$ cat config.mk
export PLATFORM = sky130hd
export DESIGN_NAME = i2c_staged_regs
export DESIGN_NICKNAME = d
export VERILOG_FILES = /design/src/rtl/i2c_sr_pkg.sv /design/src/rtl/i2c_sr_sync.sv /design/src/rtl/i2c_sr_link.sv /design/src/rtl/i2c_sr_regfile.sv /design/src/rtl/i2c_staged_regs.sv
export SDC_FILE = /design/constraint.sdc
export NUM_CORES = 1
export LEC_CHECK = 0
export ABC_AREA = 1
export BUFFER_PORTS_ARGS = -buffer_cell sky130_fd_sc_hd__buf_2
export CAP_MARGIN = 30
export CORE_MARGIN = 2
export CORE_UTILIZATION = 50
export DETAILED_ROUTE_END_ITERATION = 8
export GPL_TIMING_DRIVEN = 0
export PLACE_DENSITY = 0.77
export SYNTH_ARGS = -nofsm -noshare
export SYNTH_HDL_FRONTEND = slang
export SYNTH_HIERARCHICAL = 1
export SYNTH_SLANG_ARGS = --single-unit
$ cat constraint.sdc
create_clock -name clk_i -period 6.3 [get_ports clk_i]
set_input_delay 1.26 -clock clk_i [delete_from_list [all_inputs] [get_ports clk_i]]
set_output_delay 1.26 -clock clk_i [all_outputs]
set_load 0.05 [all_outputs]
$ cat src/rtl/i2c_sr_pkg.sv
package i2c_sr_pkg;
  localparam int BYTE_W = 8;
  localparam int CNT_W  = $clog2(BYTE_W + 1);

  typedef enum logic [2:0] {
    ST_IDLE,
    ST_ADDR,
    ST_SUB,
    ST_DATA,
    ST_ACK,
    ST_TX,
    ST_MACK,
    ST_SKIP
  } link_st_e;
endpackage

$ cat src/rtl/i2c_sr_sync.sv
module i2c_sr_sync #(
  parameter int STAGES = 2
) (
  input  logic clk_i,
  input  logic rst_ni,
  input  logic scl_i,
  input  logic sda_i,
  output logic sda_o,
  output logic scl_rise_o,
  output logic scl_fall_o,
  output logic start_o,
  output logic stop_o
);
  logic [STAGES-1:0] scl_ff, sda_ff;
  logic scl_prev_q, sda_prev_q;
  logic scl_s, sda_s;

  generate
    if (STAGES == 1) begin : g_one
      always_ff @(posedge clk_i or negedge rst_ni)
        if (!rst_ni) begin
          scl_ff <= '1;
          sda_ff <= '1;
        end else begin
          scl_ff <= scl_i;
          sda_ff <= sda_i;
        end
    end else begin : g_chain
      always_ff @(posedge clk_i or negedge rst_ni)
        if (!rst_ni) begin
          scl_ff <= '1;
          sda_ff <= '1;
        end else begin
          scl_ff <= {scl_ff[STAGES-2:0], scl_i};
          sda_ff <= {sda_ff[STAGES-2:0], sda_i};
        end
    end
  endgenerate

  assign scl_s = scl_ff[STAGES-1];
  assign sda_s = sda_ff[STAGES-1];

  always_ff @(posedge clk_i or negedge rst_ni)
    if (!rst_ni) begin
      scl_prev_q <= 1'b1;
      sda_prev_q <= 1'b1;
    end else begin
      scl_prev_q <= scl_s;
      sda_prev_q <= sda_s;
    end

  assign sda_o      = sda_s;
  assign scl_rise_o = scl_s & ~scl_prev_q;
  assign scl_fall_o = ~scl_s & scl_prev_q;
  // SDA edge while SCL stays high
  assign start_o    = scl_s & scl_prev_q & sda_prev_q & ~sda_s;
  assign stop_o     = scl_s & scl_prev_q & ~sda_prev_q & sda_s;

  p_no_edge_in_cond_r1: assert property (@(posedge clk_i) disable iff (!rst_ni)
    (start_o || stop_o) |-> !(scl_rise_o || scl_fall_o));
endmodule

$ cat src/rtl/i2c_sr_link.sv
module i2c_sr_link
  import i2c_sr_pkg::*;
#(
  parameter int          NUM_REGS = 14,
  parameter logic [6:0]  DEV_ADDR = 7'h34,
  localparam int         PTR_W    = $clog2(NUM_REGS)
) (
  input  logic              clk_i,
  input  logic              rst_ni,
  input  logic              sda_i,
  input  logic              scl_rise_i,
  input  logic              scl_fall_i,
  input  logic              start_i,
  input  logic              stop_i,
  input  logic [BYTE_W-1:0] rd_data_i,
  output logic              sda_oe_o,
  output logic              wr_en_o,
  output logic [PTR_W-1:0]  wr_idx_o,
  output logic [BYTE_W-1:0] wr_data_o,
  output logic [PTR_W-1:0]  ptr_o
);
  link_st_e          state_q, nxt_q;
  logic [CNT_W-1:0]  cnt_q;
  logic [BYTE_W-1:0] sh_q;
  logic [PTR_W-1:0]  ptr_q;
  logic              oe_q, mnack_q;
  logic              byte_done, sub_ok, rx_state;

  assign byte_done = (cnt_q == CNT_W'(BYTE_W));
  assign sub_ok    = (sh_q < BYTE_W'(NUM_REGS));
  assign rx_state  = (state_q == ST_ADDR) || (state_q == ST_SUB) || (state_q == ST_DATA);

  always_ff @(posedge clk_i or negedge rst_ni)
    if (!rst_ni) begin
      state_q <= ST_IDLE;
      nxt_q   <= ST_IDLE;
      cnt_q   <= '0;
      sh_q    <= '0;
      ptr_q   <= '0;
      oe_q    <= 1'b0;
      mnack_q <= 1'b1;
    end else if (start_i) begin
      state_q <= ST_ADDR;
      cnt_q   <= '0;
      oe_q    <= 1'b0;
    end else if (stop_i) begin
      state_q <= ST_IDLE;
      cnt_q   <= '0;
      oe_q    <= 1'b0;
    end else if (rx_state) begin
      if (scl_rise_i && !byte_done) begin
        sh_q  <= {sh_q[BYTE_W-2:0], sda_i};
        cnt_q <= cnt_q + 1'b1;
      end else if (scl_fall_i && byte_done) begin
        cnt_q <= '0;
        if (state_q == ST_ADDR) begin
          if (sh_q[7:1] == DEV_ADDR) begin
            oe_q    <= 1'b1;
            state_q <= ST_ACK;
            nxt_q   <= sh_q[0] ? ST_TX : ST_SUB;
          end else begin
            state_q <= ST_SKIP;
          end
        end else if (state_q == ST_SUB) begin
          if (sub_ok) begin
            oe_q    <= 1'b1;
            ptr_q   <= sh_q[PTR_W-1:0];
            state_q <= ST_ACK;
            nxt_q   <= ST_DATA;
          end else begin
            state_q <= ST_SKIP;
          end
        end else begin
          oe_q    <= 1'b1;
          state_q <= ST_ACK;
          nxt_q   <= ST_SUB;
        end
      end
    end else begin
      unique case (state_q)
        ST_ACK: if (scl_fall_i) begin
          state_q <= nxt_q;
          if (nxt_q == ST_TX) begin
            sh_q <= rd_data_i;
            oe_q <= ~rd_data_i[BYTE_W-1];
          end else begin
            oe_q <= 1'b0;
          end
        end
        ST_TX: if (scl_fall_i) begin
          if (cnt_q == CNT_W'(BYTE_W - 1)) begin
            oe_q    <= 1'b0;
            cnt_q   <= '0;
            state_q <= ST_MACK;
          end else begin
            cnt_q <= cnt_q + 1'b1;
            sh_q  <= {sh_q[BYTE_W-2:0], 1'b0};
            oe_q  <= ~sh_q[BYTE_W-2];
          end
        end
        ST_MACK: begin
          if (scl_rise_i) mnack_q <= sda_i;
          else if (scl_fall_i) begin
            if (!mnack_q) begin
              state_q <= ST_TX;
              sh_q    <= rd_data_i;
              oe_q    <= ~rd_data_i[BYTE_W-1];
            end else begin
              state_q <= ST_SKIP;
            end
          end
        end
        default: ;
      endcase
    end

  assign sda_oe_o  = oe_q;
  assign wr_en_o   = (state_q == ST_DATA) && scl_fall_i && byte_done && !start_i && !stop_i;
  assign wr_idx_o  = ptr_q;
  assign wr_data_o = sh_q;
  assign ptr_o     = ptr_q;

  p_start_release_r1: assert property (@(posedge clk_i) disable iff (!rst_ni)
    start_i |=> !sda_oe_o);
  p_skip_quiet_r1: assert property (@(posedge clk_i) disable iff (!rst_ni)
    (state_q == ST_SKIP) |-> !sda_oe_o);
  p_ack_low_r3: assert property (@(posedge clk_i) disable iff (!rst_ni)
    (state_q == ST_ACK && scl_rise_i) |-> sda_oe_o);
  p_bad_sub_r10: assert property (@(posedge clk_i) disable iff (!rst_ni)
    (state_q == ST_SUB && scl_fall_i && byte_done && !sub_ok && !start_i && !stop_i)
      |=> (!sda_oe_o && ptr_q == $past(ptr_q)));
  p_mack_release_r7: assert property (@(posedge clk_i) disable iff (!rst_ni)
    (state_q == ST_MACK) |-> !sda_oe_o);
endmodule

$ cat src/rtl/i2c_sr_regfile.sv
module i2c_sr_regfile
  import i2c_sr_pkg::*;
#(
  parameter int  NUM_REGS = 14,
  localparam int PTR_W    = $clog2(NUM_REGS),
  localparam int FLAT_W   = NUM_REGS * BYTE_W
) (
  input  logic              clk_i,
  input  logic              rst_ni,
  input  logic              wr_en_i,
  input  logic [PTR_W-1:0]  wr_idx_i,
  input  logic [BYTE_W-1:0] wr_data_i,
  input  logic              commit_i,
  input  logic [PTR_W-1:0]  rd_idx_i,
  output logic [BYTE_W-1:0] rd_data_o,
  output logic [FLAT_W-1:0] live_o
);
  logic [FLAT_W-1:0] hold_flat, live_flat;

  for (genvar g = 0; g < NUM_REGS; g++) begin : g_reg
    logic [BYTE_W-1:0] hold_q, live_q;

    always_ff @(posedge clk_i or negedge rst_ni)
      if (!rst_ni) begin
        hold_q <= '0;
        live_q <= '0;
      end else begin
        if (wr_en_i && wr_idx_i == PTR_W'(g)) hold_q <= wr_data_i;
        if (commit_i) live_q <= hold_q;
      end

    assign hold_flat[g*BYTE_W +: BYTE_W] = hold_q;
    assign live_flat[g*BYTE_W +: BYTE_W] = live_q;

    p_stage_write_r4: assert property (@(posedge clk_i) disable iff (!rst_ni)
      (wr_en_i && wr_idx_i == PTR_W'(g)) |=> hold_q == $past(wr_data_i));
  end

  assign rd_data_o = (int'(rd_idx_i) < NUM_REGS) ? hold_flat[int'(rd_idx_i)*BYTE_W +: BYTE_W] : '0;
  assign live_o    = live_flat;

  p_live_steady_r5: assert property (@(posedge clk_i) disable iff (!rst_ni)
    !commit_i |=> $stable(live_flat));
  p_commit_copy_r5: assert property (@(posedge clk_i) disable iff (!rst_ni)
    commit_i |=> live_flat == $past(hold_flat));
endmodule

$ cat src/rtl/i2c_staged_regs.sv
module i2c_staged_regs
  import i2c_sr_pkg::*;
#(
  parameter int         NUM_REGS    = 14,
  parameter int         SYNC_STAGES = 2,
  parameter logic [6:0] DEV_ADDR    = 7'h34
) (
  input  logic                       clk_i,
  input  logic                       rst_ni,
  input  logic                       scl_i,
  input  logic                       sda_i,
  output logic                       sda_oe_o,
  output logic [NUM_REGS*BYTE_W-1:0] regs_o
);
  localparam int PTR_W = $clog2(NUM_REGS);

  logic sda_s, scl_rise, scl_fall, start, stop;
  logic wr_en;
  logic [PTR_W-1:0]  wr_idx, ptr;
  logic [BYTE_W-1:0] wr_data, rd_data;

  i2c_sr_sync #(.STAGES(SYNC_STAGES)) u_sync (
    .clk_i, .rst_ni, .scl_i, .sda_i,
    .sda_o(sda_s), .scl_rise_o(scl_rise), .scl_fall_o(scl_fall),
    .start_o(start), .stop_o(stop)
  );

  i2c_sr_link #(.NUM_REGS(NUM_REGS), .DEV_ADDR(DEV_ADDR)) u_link (
    .clk_i, .rst_ni, .sda_i(sda_s), .scl_rise_i(scl_rise), .scl_fall_i(scl_fall),
    .start_i(start), .stop_i(stop), .rd_data_i(rd_data),
    .sda_oe_o, .wr_en_o(wr_en), .wr_idx_o(wr_idx), .wr_data_o(wr_data), .ptr_o(ptr)
  );

  i2c_sr_regfile #(.NUM_REGS(NUM_REGS)) u_regs (
    .clk_i, .rst_ni, .wr_en_i(wr_en), .wr_idx_i(wr_idx), .wr_data_i(wr_data),
    .commit_i(stop), .rd_idx_i(ptr), .rd_data_o(rd_data), .live_o(regs_o)
  );

  p_commit_on_stop_r6: assert property (@(posedge clk_i) disable iff (!rst_ni)
    $changed(regs_o) |-> $past(stop));
endmodule

==> flow_metrics.py <==
metrics = {
    "run_status": {
        "run_status": "finished, final reports clean",
    },
    "setup_path": {
        "worstSetupStartpointType": "flop",
        "slowest_delay_ns": 0.69,
        "critPathBufInv": 2,
        "reg2regPathDepth": 10,
        "reg2reg_to": "u_regs/g_reg[9].hold_q[6]",
        "crit_top_cell": "nand2_1",
        "crit_arrival_ns": 3.37,
        "cp.depth": 10,
        "critPathLaunch": "u_sync/scl_prev_q",
        "worstPathMaxFanout": 10,
        "critPathCaptureType": "flop",
        "crit_end": "u_regs/g_reg[9].hold_q[6]",
        "r2r_slack_ns": 3.30,
        "crit_family": "simple AND/OR/NAND/NOR gates",
        "crit_type": "flop to flop",
        "critPathRequiredTime_ns": 6.67,
        "slowest_stage": "nor3_1",
        "crit_chain": "inv_1 -> nor2_1 -> nand3_1 -> nor3_1 -> nand2_1 -> nor2_2 -> nand2_1 -> buf_6 -> nand2_1 -> o21ai_0",
        "rr_startpoint": "u_sync/scl_prev_q",
    },
    "route": {
        "wirelength_um": 30200,
        "vias_per_cell": 5.42,
        "dr.pass1.iters": 7,
        "routed-via-count": 9560,
        "drtIter0Drc": 899,
        "antenna_left": 0,
        "drc": 0,
        "routedWlPerCell_um": 17.1,
    },
    "synth": {
        "synth_flop_cell": "dfrtp_1",
        "syn_nets": 1324,
        "yosysWarnings": 6,
        "async_flop_share_pct": 100,
        "synth-seq-cells": 254,
        "synthMuxAreaShare_pct": 2.66,
        "synth_edf_count": 0,
        "yosys.area_share.xor_xnor_pct": 0.155,
        "ys_types": 37,
        "syn_area_um2": 11300,
        "avgSynthCellArea_um2": 8.55,
        "synthAdderAreaFrac_pct": 0.222,
        "synth_cells": 1318,
        "synth_compound_gate_area_share_pct": 11.2,
        "seq_area_frac_synth_pct": 56.5,
        "synthSimpleGateAreaFrac_pct": 21.3,
        "synth_top_family_by_area": "simple AND/OR/NAND/NOR gates",
    },
    "place": {
        "place.gp.congestion": 0.947,
        "io_buffers": 116,
        "hpwl_um": 21500,
        "dpl-instance-area_um2": 12300,
    },
    "power_and_ir_drop": {
        "pwr-share-clk_pct": 34.2,
        "power_frac_comb_pct": 25.0,
        "p_sw_share_pct": 34.9,
        "peakVddDrop_mv": 0.294,
        "power_frac_seq_pct": 40.8,
        "p_leak_uw": 0.00647,
        "power.density_nw_per_um2": 351,
        "p_switching_uw": 1610,
        "p_int_uw": 3000,
    },
    "clock_network": {
        "insertion_delay_ns": 0.53,
        "path_clk_slew_ns": 0.06,
        "clock-sinks": 254,
        "cts.htree.levels": 1,
        "cts_tree": "done",
        "cts-resized-gates": 0,
        "cts_hold_buf": 0,
        "cts_root_buffer": "clkbuf_16",
        "cts_made_buffers": 27,
        "clock_path_buffers": 3,
        "cts_setup_buffers": 0,
    },
    "timing": {
        "hold_violations": 0,
        "fin_tns_setup_ns": 0,
        "max_slew_margin_pct": 44.5,
        "drv_slew": 0,
        "tightest_slew_ns": 0.826,
        "fmax_ghz": 0.333,
        "finalSetupViolCount": 0,
        "post-route-min-period_ns": 3.00,
        "rsz0062_at_grt": "no",
        "fin_skew_ns": 0.0156,
        "min_period_over_period_pct": 47.6,
    },
    "global_route": {
        "grt_max_degree": 119,
        "overflow": 0,
        "grt_pass1_wl_um": 48300,
        "grtUsageTotal_pct": 25.7,
        "antenna_found_initial": 0,
        "first_global_vias": 9196,
    },
    "floorplanning": {
        "dieWidth_um": 154,
        "fp.dieArea_um2": 23800,
        "core_um2": 22000,
        "initial_utilization_pct": 51.3,
        "pin_count": 117,
        "die_h_um": 154,
        "rows": 54,
    },
    "job": {
        "max_cap_viol_count": 0,
    },
    "cells_and_area": {
        "layout-drive-gt1-share_pct": 18.0,
        "syn2layout_area_growth_pct": 16.7,
        "final_area_um2": 13200,
        "nNetsFinal": 1471,
        "n_antenna_cell": 0,
        "mostFrequentLayoutCell": "nand2_1",
        "final_cell_mix": "nand2_1 (333), dfrtp_1 (247), buf_2 (148)",
    },
    "hold_path": {
        "hp-class": "flop to flop",
        "min_from": "u_sync/sda_ff[0]",
    },
}
## routing by layer
| metal | global-route usage, % | vias up | part of all wire (%) |
|---|---|---|---|
| met2 | 41.0 | 416 | 46 |
| met1 | 36.2 | 4558 | 43 |
| met3 | 4.51 | 74 | 7.5 |
| met5 | 0 | - | 0 |
| met4 | 7.79 | 0 | 3.0 |
| li1 | - | 4512 | - |
## through the flow
stage	power [uW]	util, %	instances	setup WS, ns	hold slack, ns
after floorplan	2730	-	1318	4.11	0.345
after global placement	3040	55.6	1714	-0.438	0.346
after detailed placement	3060	55.9	1716	3.34	0.348
after CTS	4640	59.9	1764	3.30	0.353
after global routing	4820	59.9	1764	3.00	0.353
final	4610	59.9	1764	3.30	0.352
## final cells by class
type / instances / area (um^2)
clock inverters: 10 / 125
inverters: 131 / 492
clock buffers: 38 / 757
flip-flops and latches: 254 / 6360
repair buffers: 118 / 646
well taps: 280 / 350
fillers: 1884 / 8810
plain buffers: 74 / 403
multi-input cells: 859 / 4010
## synthesized netlist by cell type (2+ instances only)
master | count | area, um^2
nand2_1 | 333 | 1250
dfrtp_1 | 247 | 6180
nor2_1 | 138 | 518
inv_1 | 127 | 477
o21ai_0 | 122 | 611
a21oi_1 | 91 | 455
nand3_1 | 90 | 450
buf_2 | 33 | 165
mux2_2 | 24 | 270
clkbuf_1 | 20 | 75.1
o21ai_1 | 10 | 50.1
o211ai_1 | 9 | 67.6
buf_6 | 8 | 90.1
o21ai_2 | 8 | 70.1
or2_2 | 8 | 50.1
dfstp_2 | 7 | 184
buf_1 | 6 | 22.5
buf_4 | 6 | 45.0
inv_2 | 3 | 11.3
mux2i_1 | 3 | 30.0
nand3_2 | 3 | 30.0
nor2_2 | 3 | 18.8
ha_1 | 2 | 25.0
nand2_2 | 2 | 12.5
nand3b_1 | 2 | 15.0
nor3_1 | 2 | 10.0
## power by group through the flow
stage               clock network (uW)  registers [uW]  logic [uW]
floorplan                            0            2300         426
global placement                     0            1910        1130
detailed placement                   0            1910        1150
CTS                               1610            1880        1150
global route                      1670            1900        1240
finish                            1580            1880        1150
## worst min path at each step
stage	to	slack (ns)	cells past startpoint
floorplan	u_sync/scl_ff[1]	0.35	0
global placement	u_sync/scl_ff[1]	0.35	0
detailed placement	u_sync/sda_ff[1]	0.35	0
CTS	u_sync/sda_ff[1]	0.35	0
global route	u_sync/sda_ff[1]	0.35	0
finish	u_sync/sda_ff[1]	0.35	0
## kinds of logic (layout without fill, tap and decap cells)
kind of cell | Yosys count | after routing
and+or+nand+nor | 586 | 586
muxes | 27 | 27
buffers and inverters | 205 | 371
xor gates and xnor gates | 2 | 2
DFF | 254 | 254
AOI/OAI and AO/OA | 242 | 242
adders and majority gates | 2 | 2
## state kept, by name, summed over array words and instances (netlist names), 2 cells and up
register          cells
u_link/cnt_q          4
u_link/state_q        3
u_link/nxt_q          3
u_link/wr_data_o      8
u_regs/g.hold_q     112
u_sync/scl_ff         2
u_regs/g.live_q     112
u_sync/sda_ff         2
u_link/ptr_o          4
No activity file was read; power rests on OpenSTA's default activity.
